## src/rtl/hzd_pkg.sv

```systemverilog
package hzd_pkg;

    localparam int REG_AW = 5;
    localparam int OP_W   = 6;
    localparam int INS_W  = 32;

    // field positions
    localparam int OP_LSB = 26;
    localparam int S1_LSB = 21;
    localparam int S2_LSB = 16;
    localparam int RD_LSB = 11;

    localparam logic [OP_W-1:0] OPC_RR    = 6'h00;
    localparam logic [OP_W-1:0] OPC_JMP   = 6'h02;
    localparam logic [OP_W-1:0] OPC_CALL  = 6'h03;
    localparam logic [OP_W-1:0] OPC_BEQ   = 6'h04;
    localparam logic [OP_W-1:0] OPC_BNE   = 6'h05;
    localparam logic [OP_W-1:0] OPC_LOAD  = 6'h23;
    localparam logic [OP_W-1:0] OPC_STORE = 6'h2B;

    typedef logic [REG_AW-1:0] reg_t;

    typedef enum logic [1:0] {
        SRC_RF    = 2'd0,
        SRC_EXMEM = 2'd1,
        SRC_MEMWB = 2'd2,
        SRC_WB    = 2'd3
    } fwd_e;

    typedef struct packed {
        reg_t s1;
        reg_t s2;
        logic u1;
        logic u2;
        reg_t dst;
        logic wen;
        logic load;
    } dec_t;

    typedef struct packed {
        fwd_e sel_a;
        fwd_e sel_b;
        logic stall;
        reg_t dst;
        logic wen;
        logic load;
    } hz_t;

endpackage

```

## src/rtl/id_field_decode.sv

```systemverilog
module id_field_decode
    import hzd_pkg::*;
(
    input  logic [INS_W-1:0] instr,
    output dec_t             dec
);
    logic [OP_W-1:0] op;
    assign op = instr[OP_LSB +: OP_W];

    always_comb begin
        dec      = '0;
        dec.s1   = instr[S1_LSB +: REG_AW];
        dec.s2   = instr[S2_LSB +: REG_AW];
        case (op)
            OPC_RR: begin
                dec.u1  = 1'b1;
                dec.u2  = 1'b1;
                dec.dst = instr[RD_LSB +: REG_AW];
                dec.wen = 1'b1;
            end
            OPC_STORE, OPC_BEQ, OPC_BNE: begin
                dec.u1 = 1'b1;
                dec.u2 = 1'b1;
            end
            OPC_LOAD: begin
                dec.u1   = 1'b1;
                dec.dst  = instr[S2_LSB +: REG_AW];
                dec.wen  = 1'b1;
                dec.load = 1'b1;
            end
            OPC_JMP, OPC_CALL: begin
                dec.u1 = 1'b0;
            end
            default: begin
                dec.u1  = 1'b1;
                dec.dst = instr[S2_LSB +: REG_AW];
                dec.wen = 1'b1;
            end
        endcase
        // r0 is a sink: never a live destination
        if (dec.dst == '0) dec.wen = 1'b0;
        if (dec.dst == '0) dec.load = 1'b0;
    end
endmodule

```

## src/rtl/operand_bypass_pick.sv

```systemverilog
module operand_bypass_pick
    import hzd_pkg::*;
(
    input  reg_t src,
    input  logic used,
    input  reg_t ex_dst,
    input  logic ex_wen,
    input  logic ex_load,
    input  reg_t mem_dst,
    input  logic mem_wen,
    input  reg_t wb_dst,
    input  logic wb_wen,
    output fwd_e sel,
    output logic load_hit
);
    logic live;
    assign live = used && (src != '0);

    always_comb begin
        sel      = SRC_RF;
        load_hit = 1'b0;
        if (live && ex_wen && (ex_dst == src)) begin
            sel      = SRC_EXMEM;
            load_hit = ex_load;
        end else if (live && mem_wen && (mem_dst == src)) begin
            sel = SRC_MEMWB;
        end else if (live && wb_wen && (wb_dst == src)) begin
            sel = SRC_WB;
        end
    end
endmodule

```

## src/rtl/hazard_interlock.sv

```systemverilog
module hazard_interlock
    import hzd_pkg::*;
(
    input  logic              clk,
    input  logic              rst_n,
    input  logic [INS_W-1:0]  id_instr,
    input  logic [REG_AW-1:0] ex_dst,
    input  logic              ex_wen,
    input  logic              ex_load,
    input  logic [REG_AW-1:0] mem_dst,
    input  logic              mem_wen,
    input  logic [REG_AW-1:0] wb_dst,
    input  logic              wb_wen,
    output logic [1:0]        fwd_a_sel,
    output logic [1:0]        fwd_b_sel,
    output logic              pc_hold,
    output logic              idex_flush,
    output logic [REG_AW-1:0] idex_dst_d,
    output logic              idex_wen_d,
    output logic              idex_load_d
);
    localparam int N_OPND = 2;

    dec_t dec;
    reg_t opnd_src  [N_OPND];
    logic opnd_used [N_OPND];
    fwd_e opnd_sel  [N_OPND];
    logic opnd_lhit [N_OPND];
    hz_t  hz_d;

    id_field_decode u_dec (
        .instr (id_instr),
        .dec   (dec)
    );

    assign opnd_src[0]  = dec.s1;
    assign opnd_src[1]  = dec.s2;
    assign opnd_used[0] = dec.u1;
    assign opnd_used[1] = dec.u2;

    for (genvar g = 0; g < N_OPND; g++) begin : g_opnd
        operand_bypass_pick u_pick (
            .src      (opnd_src[g]),
            .used     (opnd_used[g]),
            .ex_dst   (ex_dst),
            .ex_wen   (ex_wen),
            .ex_load  (ex_load),
            .mem_dst  (mem_dst),
            .mem_wen  (mem_wen),
            .wb_dst   (wb_dst),
            .wb_wen   (wb_wen),
            .sel      (opnd_sel[g]),
            .load_hit (opnd_lhit[g])
        );
    end

    always_comb begin
        hz_d       = '0;
        hz_d.stall = opnd_lhit[0] | opnd_lhit[1];
        if (!hz_d.stall) begin
            hz_d.sel_a = opnd_sel[0];
            hz_d.sel_b = opnd_sel[1];
            hz_d.dst   = dec.wen ? dec.dst : '0;
            hz_d.wen   = dec.wen;
            hz_d.load  = dec.load;
        end
    end

    assign fwd_a_sel   = hz_d.sel_a;
    assign fwd_b_sel   = hz_d.sel_b;
    assign pc_hold     = hz_d.stall;
    assign idex_flush  = hz_d.stall;
    assign idex_dst_d  = hz_d.dst;
    assign idex_wen_d  = hz_d.wen;
    assign idex_load_d = hz_d.load;
endmodule

```

## config.mk

```make
export PLATFORM = sky130hd
export DESIGN_NAME = hazard_interlock
export DESIGN_NICKNAME = d
export VERILOG_FILES = /design/src/rtl/hzd_pkg.sv /design/src/rtl/id_field_decode.sv /design/src/rtl/operand_bypass_pick.sv /design/src/rtl/hazard_interlock.sv
export SDC_FILE = /design/constraint.sdc
export NUM_CORES = 1
export LEC_CHECK = 0
export ABC_AREA = 1
export BUFFER_PORTS_ARGS = -buffer_cell sky130_fd_sc_hd__buf_2
export CAP_MARGIN = 25
export CORE_ASPECT_RATIO = 0.6
export CORE_MARGIN = 2
export CORE_UTILIZATION = 40
export DETAILED_ROUTE_END_ITERATION = 6
export PLACE_DENSITY = 0.81
export SYNTH_ARGS = -nofsm -noshare
export SYNTH_HDL_FRONTEND = slang
export SYNTH_SLANG_ARGS = --single-unit
```

## constraint.sdc

```tcl
create_clock -name vclk -period 4
set_clock_uncertainty 0.2 [all_clocks]
set_input_delay 0.6 -clock vclk [all_inputs]
set_output_delay 0.6 -clock vclk [all_outputs]
set_load 0.01 [all_outputs]
```

# After elaboration in Yosys (flattened, before gate mapping)

Index checks and enable logic that the tools add are counted.

Register bits: 0
Bits of input ports: 53
Word-level logic and storage cells: 51
Output and inout port bits: 13

Muxes and demuxes: 17
Bitwise logic cells: 1
Equal/unequal tests: 12
Reduce and logical (&&, ||, !) cells: 21

Operators by type and width:

| kind                 | number |
|---|---|
| $eq A5 B5 Y1         | 6 |
| $logic_and A1 B1 Y1  | 14 |
| $eq A6 B2 Y1 const B | 2 |
| $eq A6 B3 Y1 const B | 2 |
| $eq A6 B6 Y1 const B | 2 |
| $mux W2              | 6 |
| $pmux W6 S2          | 1 |
| $reduce_bool A5 Y1   | 2 |
| $mux W1              | 7 |
| $mux W7              | 1 |
| $logic_not A6 Y1     | 1 |
| $logic_not A5 Y1     | 1 |
| $mux W5              | 1 |
| $reduce_or A5 Y1     | 1 |
| $mux W4              | 1 |
| $reduce_or A4 Y1     | 1 |
| $reduce_or A2 Y1     | 1 |
| $or A1 B1 Y1         | 1 |

# Depth between registers and ports, before layout

Gate-level depths: netlist of the first run.

Depth in word-level cells: 10
Depth in mapped cells: 11
Depth with buffers taken out: 11

# By module

From an unflattened synthesis of the first run, not the netlist that was laid out.

Cells, all modules: 231
Area total of the unflattened synthesis: 1,096.1 µm²

Modules (own cells, without submodules):

| module              | cells each | area an instance (µm²) | seq. area each (µm²) | instances |
|---|---|---|---|---|
| operand_bypass_pick | 76         | 320.3                  | 0.0                  | 2 |
| id_field_decode     | 52         | 312.8                  | 0.0                  | 1 |
| hazard_interlock    | 27         | 142.6                  | 0.0                  | 1 |

# Least setup slack after synthesis of the first run

Ideal clock, no wire load.

Path type: input to output
Start point: input port id_instr[20]
End point: output port pc_hold
Path slack: 1,567 ps
Buffers on the path: 1
Arrival: 1,633 ps
Stages: 7
Cell sequence: inv_1 -> o21ai_1 -> o21bai_1 -> nor2_2 -> nand3_2 -> a21boi_4 -> buf_4

Cells in the longest elaborated chain, start to end: 6

RTL lines:

| what                  | RTL line                  | RTL |
|---|---|---|
| start: declaration    | hazard_interlock.sv:6     | `input logic [INS_W-1:0] id_instr,` |
| $reduce_bool A5 Y1    | operand_bypass_pick.sv:17 | `assign live = used && (src != '0);` |
| $logic_and A1 B1 Y1   | operand_bypass_pick.sv:17 |  |
| $logic_and A1 B1 Y1   | operand_bypass_pick.sv:22 | `if (live && ex_wen && (ex_dst == src)) begin` |
| $logic_and A1 B1 Y1 * | operand_bypass_pick.sv:22 |  |
| $mux W1 *             | operand_bypass_pick.sv:22 |  |
| $or A1 B1 Y1 *        | hazard_interlock.sv:59    | `hz_d.stall = opnd_lhit[0] \| opnd_lhit[1];` |
| end: declaration      | hazard_interlock.sv:16    | `output logic pc_hold,` |

Every way passes the cells marked *; elsewhere a longest branch is shown, timed or not.

# Final worst setup path of the first run

Start point: input port id_instr[20]
End point: output port fwd_a_sel[1]

Cells in the longest elaborated chain, start to end: 7

RTL lines:

| what                  | RTL line                  | RTL |
|---|---|---|
| $reduce_bool A5 Y1    | operand_bypass_pick.sv:17 |  |
| $logic_and A1 B1 Y1   | operand_bypass_pick.sv:17 |  |
| $logic_and A1 B1 Y1   | operand_bypass_pick.sv:22 |  |
| $logic_and A1 B1 Y1 * | operand_bypass_pick.sv:22 |  |
| $mux W1 *             | operand_bypass_pick.sv:22 |  |
| $or A1 B1 Y1 *        | hazard_interlock.sv:59    |  |
| $mux W4 *             | hazard_interlock.sv:60    | `if (!hz_d.stall) begin` |
| end: declaration      | hazard_interlock.sv:14    | `output logic [1:0] fwd_a_sel,` |

Marked as above.

==> metrics.txt, run 1 <==
Pins Over Slew Limit 0; WHS 1.36 ns; Net Sw Power 0.0608 mW; Power Dens Cells 88.9 nW/um2; f_max 362 MHz; Hold Crit Class input port to primary output; via density per instance 4.71; worst vdd ir 46.9 uV; Hold Startpoint ex_load; Initial Util 0.416; first-pass GRT wire length 4260 um; sum of negative setup slack 0 ns; hold path cells 5; DRT Pass-1 Iters 4; Syn Area/Cell 4.78 um2; minimum clock period 2.76 ns; switching share of power 0.582; outcome finished, final reports clean; nature of the critical path endpoint primary output; MaxCap Viol Count 0; proportion of synthesized area in mux cells 0; fillcell total 245; Synth Area in XOR/XNOR 0.0896; sequential cell area fraction in the yosys report 0; crit path kind input port to primary output; Reg power frac 0; startpoint type of the worst setup path input port; detailed-route wire length 2580 um; IO Port Bufs 53; Logic pwr share 1.000; Tightest Pin Transition 0.301 ns; DP Wirelength 2290 um; die span in x 64.5 um; Register Area 0 um2; CTS Hold Bufs 0; GRT overflow 0; setup bufs post-CTS 0; # nets final 291; worst hold endpoint fwd_b_sel[0]; Rows 13; post-route ant nets 0; Synth Area in Compound Gates 0.131; Residual DRC 0; Final GP Congestion 1.02; RSZ-0062 raised after global routing false; post-synthesis cell area 880 um2; Ys Warns 0; FFs & Latches 0; Final period util 0.690; Int Pwr 0.0436 mW; critical path required time 3.20 ns; setup violators final 0; largest family of logic cells by synthesized area simple AND/OR/NAND/NOR gates; Post-Syn Nets 237; Area growth syn-to-layout 33.6%; core area 2110 um2; Synth Instances 184; io pins 66; WL/cell 9.69 um; CP Data Arrival Time 1.96 ns; DRT iter0 DRCs 50; vias in the first global route 994; Vias 1254; Post-Synth Simple-Gate Area 0.634; post-synthesis cell type count 25; multi-input logic area 752 um2; Static Leak 0.729 nW; Final Hold Viols 0; ant diodes 0; number of clock buffers in the layout 0; layout cell share with drive strength beyond 1 0.297; Slew HR 0.799; Clk pwr share 0; Adder-Cell Fraction of Synth Area 0; largest net degree at the start of global routing 12; Max FO, Critical Path 11; GRT Total Usage 0.207; die area 2600 um2; CTS resizes 0; Die Y 40.3 um; initial antenna violation count 0
## synth_stat cells (2+ instances only)
master   number  share of area
a21oi_1       2          0.011
inv_1        28           0.12
inv_2         4          0.017
nand2_1      51           0.22
nand3_1      15          0.085
nand3_2       5          0.057
nand4_1       2          0.014
nor2_1       40           0.17
nor2_2        4          0.028
nor3_1        4          0.023
o21ai_0       4          0.023
o22ai_1       5          0.036
xnor2_1       2          0.020
xor2_1        7          0.070
## worst max path at each step
stage,startpoint,slack (ns),cells past startpoint,to
floorplan,id_instr[20],1.57,7,pc_hold
global placement,id_instr[20],1.25,9,idex_wen_d
CTS,id_instr[20],1.24,9,fwd_a_sel[1]
detailed placement,id_instr[20],1.24,9,idex_wen_d
finish,id_instr[20],1.24,9,fwd_a_sel[1]
global route,id_instr[17],1.09,10,idex_wen_d
## per-layer routing
metal / global-route usage / share of wire / vias to the layer above
met5: 0 / 0 / -
met4: 0 / 0 / 0
met3: 0.0225 / 0.12 / 0
met2: 0.346 / 0.38 / 61
met1: 0.307 / 0.50 / 509
li1: - / - / 684
## cell type report
type / count / share of cell area
inverter: 32 / 0.102
multi-input combinational: 151 / 0.640
tap: 30 / 0.0319
timing repair buffer: 53 / 0.226
## logic make-up (layout without fill, tap and decap cells)
kind of cell | after synthesis | count (layout)
buffers and inverters | 33 | 85
XOR/XNOR | 9 | 9
AND/OR/NAND/NOR | 125 | 125
AO/OA/AOI/OAI | 17 | 17
## stage by stage
step                      cell area, um2   util  power [mW]  cells  worst slack [ns]
after global routing                1170  0.556       0.119    266              1.09
final                               1170  0.556       0.104    266              1.24
after global placement              1170  0.556       0.102    266              1.25
after floorplan                      880      -      0.0572    184              1.57
after CTS                           1170  0.556       0.104    266              1.24
after detailed placement            1170  0.556       0.103    266              1.24
## cell usage in the layout, fill, tap and decap left out, types with 4 or more instances in the layout
cell	Yosys	final
buf_2	0	53
nand2_1	51	51
nor2_1	40	40
inv_1	28	28
nand3_1	15	15
xor2_1	7	7
nand3_2	5	5
o22ai_1	5	5
inv_2	4	4
nor2_2	4	4
nor3_1	4	4
o21ai_0	4	4
## worst max-delay path, cell delays in order
cell	delay [ns]
buf_2	0.10
inv_1	0.20
o21ai_1	0.08
o21bai_1	0.16
nor2_2	0.15
nand3_2	0.12
a21boi_4	0.31
nor2_1	0.09
buf_2	0.14
## power by group through the flow
stage          clock network [mW]  registers, mW  logic, mW
3_3_place_gp                    0              0      0.102
6_report                        0              0      0.104
3_5_place_dp                    0              0      0.103
2_1_floorplan                   0              0     0.0572
4_1_cts                         0              0      0.104
5_1_grt                         0              0      0.119
Power figures use the tool's default switching activity.
==> run 2: changes to the inputs <==
CORE_UTILIZATION = 39   (was 40)
PLACE_DENSITY = 0.82   (was 0.81)
clock period = 2.5 ns   (was 4 ns; I/O delays follow)
==> run 2 against run 1 <==
Effect of this change: die area up 2.3%; critical path depth unchanged; power up 60%; sequential share of layout area unchanged; critical path type unchanged; combinational power up 61%; first-iteration DRC count up 52%; core utilization down 0.84 points; cell count unchanged; setup slack worse by 1.0 ns; wire length up 0.78%; count of clock-buffer cells in the layout unchanged.
==> metrics.txt, run 2 (synthesized netlist as in run 1, its figures left out) <==
outcome finished, final reports clean (unchanged); Final GP Congestion 0.929 (was 1.02); Reg power frac 0 (about the same); Tightest Pin Transition 0.301 ns (about the same); GRT Total Usage 0.193 (was 0.207); FFs & Latches 0 (unchanged); Slew HR 0.799 (about the same); Final Hold Viols 0 (unchanged); Final period util 0.916; Vias 1249 (was 1254); setup bufs post-CTS 0 (unchanged); CP max-delay cell a21boi_4 (unchanged); GRT overflow 0 (unchanged); minimum clock period 2.29 ns; most used cell, CP buf_2 (unchanged); nature of the critical path endpoint primary output (unchanged); commonest non-fill, non-tap cell in the layout buf_2 (unchanged); Max FO, Critical Path 11 (unchanged); startpoint type of the worst setup path input port (unchanged); ant diodes 0 (unchanged); initial antenna violation count 0 (unchanged); Clk pwr share 0 (about the same); Area growth syn-to-layout 33.6% (unchanged); Hold Startpoint ex_load (unchanged); IO Port Bufs 53 (unchanged); post-route cell area 1170 um2 (unchanged); DRT iter0 DRCs 76 (was 50); CTS Hold Bufs 0 (unchanged); Rows 13 (unchanged); critical path required time 1.92 ns (was 3.20 ns); RSZ-0062 raised after global routing false (unchanged); setup violators final 0 (unchanged); Static Leak 0.729 nW (unchanged); critical path's largest stage delay 0.31 ns (about the same); DRT Pass-1 Iters 4 (unchanged); Power Dens Cells 142 nW/um2 (was 88.9 nW/um2); f_max 437 MHz; CP cell instances buf_2 -> inv_1 -> o21ai_1 -> o21bai_1 -> nor2_2 -> nand3_2 -> a21boi_4 -> nor2_1 -> buf_2 (unchanged); number of clock buffers in the layout 0 (unchanged); Residual DRC 0 (unchanged); Area after DPL 1170 um2 (unchanged); sum of negative setup slack 0 ns (unchanged); Pins Over Slew Limit 0 (unchanged); via density per instance 4.70 (was 4.71); Hold Crit Class input port to primary output (unchanged); layout cell share with drive strength beyond 1 0.297 (unchanged); first-pass GRT wire length 3970 um (was 4260 um); Logic pwr share 1.000 (about the same); Initial Util 0.410 (was 0.416); io pins 66 (unchanged); WL/cell 9.77 um (was 9.69 um); die span in x 65.3 um (was 64.5 um); multi-input logic area 752 um2 (unchanged); die area 2660 um2 (was 2600 um2); # nets final 291 (unchanged); worst vdd ir 65.0 uV (was 46.9 uV); Int Pwr 0.0698 mW (was 0.0436 mW); Net Sw Power 0.0970 mW (was 0.0608 mW); DP Wirelength 2320 um (was 2290 um); switching share of power 0.582 (about the same); CTS resizes 0 (unchanged); worst hold endpoint idex_load_d (was fwd_b_sel[0]); Die Y 40.8 um (was 40.3 um); detailed-route wire length 2600 um (was 2580 um); core area 2150 um2 (was 2110 um2); Register Area 0 um2 (unchanged); most frequent cells in the layout buf_2 (53), nand2_1 (51), nor2_1 (40), inv_1 (28), nand3_1 (15) (unchanged); largest net degree at the start of global routing 12 (unchanged); fillcell total 254 (was 245); vias in the first global route 916 (was 994); post-route ant nets 0 (unchanged); hold path cells 5 (unchanged); MaxCap Viol Count 0 (unchanged); CP Data Arrival Time 1.72 ns (was 1.96 ns); crit path kind input port to primary output (unchanged)
-- run 2: critical path: cells and delay by family --
family,cells,cell delay (ns)
buffers and inverters,3,0.43
AND/OR/NAND/NOR,3,0.35
AO/OA/AOI/OAI,3,0.55
-- run 2: layout make-up --
cell class | instances | area share
tap | 30 | 0.0319
multi-input combinational | 151 | 0.640
inverter | 32 | 0.102
timing repair buffer | 53 | 0.226
-- run 2: routing by layer --
| layer | share of wire | track usage |
|---|---|---|
| met1 | 0.52 | 0.304 |
| met2 | 0.38 | 0.296 |
| met3 | 0.11 | 0.0192 |
| met4 | 0 | 0 |
| met5 | 0 | 0 |
-- run 2: metrics by stage --
stage	utilization	cells	hold slack, ns	total power, mW	setup slack [ns]
5_1_grt	0.547	266	0.953	0.188	0.0627
2_1_floorplan	-	184	0.686	0.0915	0.517
4_1_cts	0.547	266	0.924	0.166	0.224
6_report	0.547	266	0.917	0.167	0.210
3_3_place_gp	0.547	266	0.925	0.164	0.218
3_5_place_dp	0.547	266	0.922	0.165	0.226
-- run 2: power by group through the flow --
stage / Clock [mW] / Sequential, mW / Combinational (mW)
detailed placement: 0 / 0 / 0.165
floorplan: 0 / 0 / 0.0915
CTS: 0 / 0 / 0.166
finish: 0 / 0 / 0.167
global route: 0 / 0 / 0.188
global placement: 0 / 0 / 0.164
-- run 2: worst max-delay path by stage --
| stage | start | to | slack, ns | cells past startpoint |
|---|---|---|---|---|
| 6_report | id_instr[20] | idex_wen_d | 0.21 | 9 |
| 3_5_place_dp | id_instr[20] | idex_wen_d | 0.23 | 9 |
| 3_3_place_gp | id_instr[20] | idex_wen_d | 0.22 | 9 |
| 2_1_floorplan | id_instr[20] | pc_hold | 0.52 | 7 |
| 5_1_grt | id_instr[28] | idex_wen_d | 0.06 | 12 |
| 4_1_cts | id_instr[20] | idex_wen_d | 0.22 | 9 |
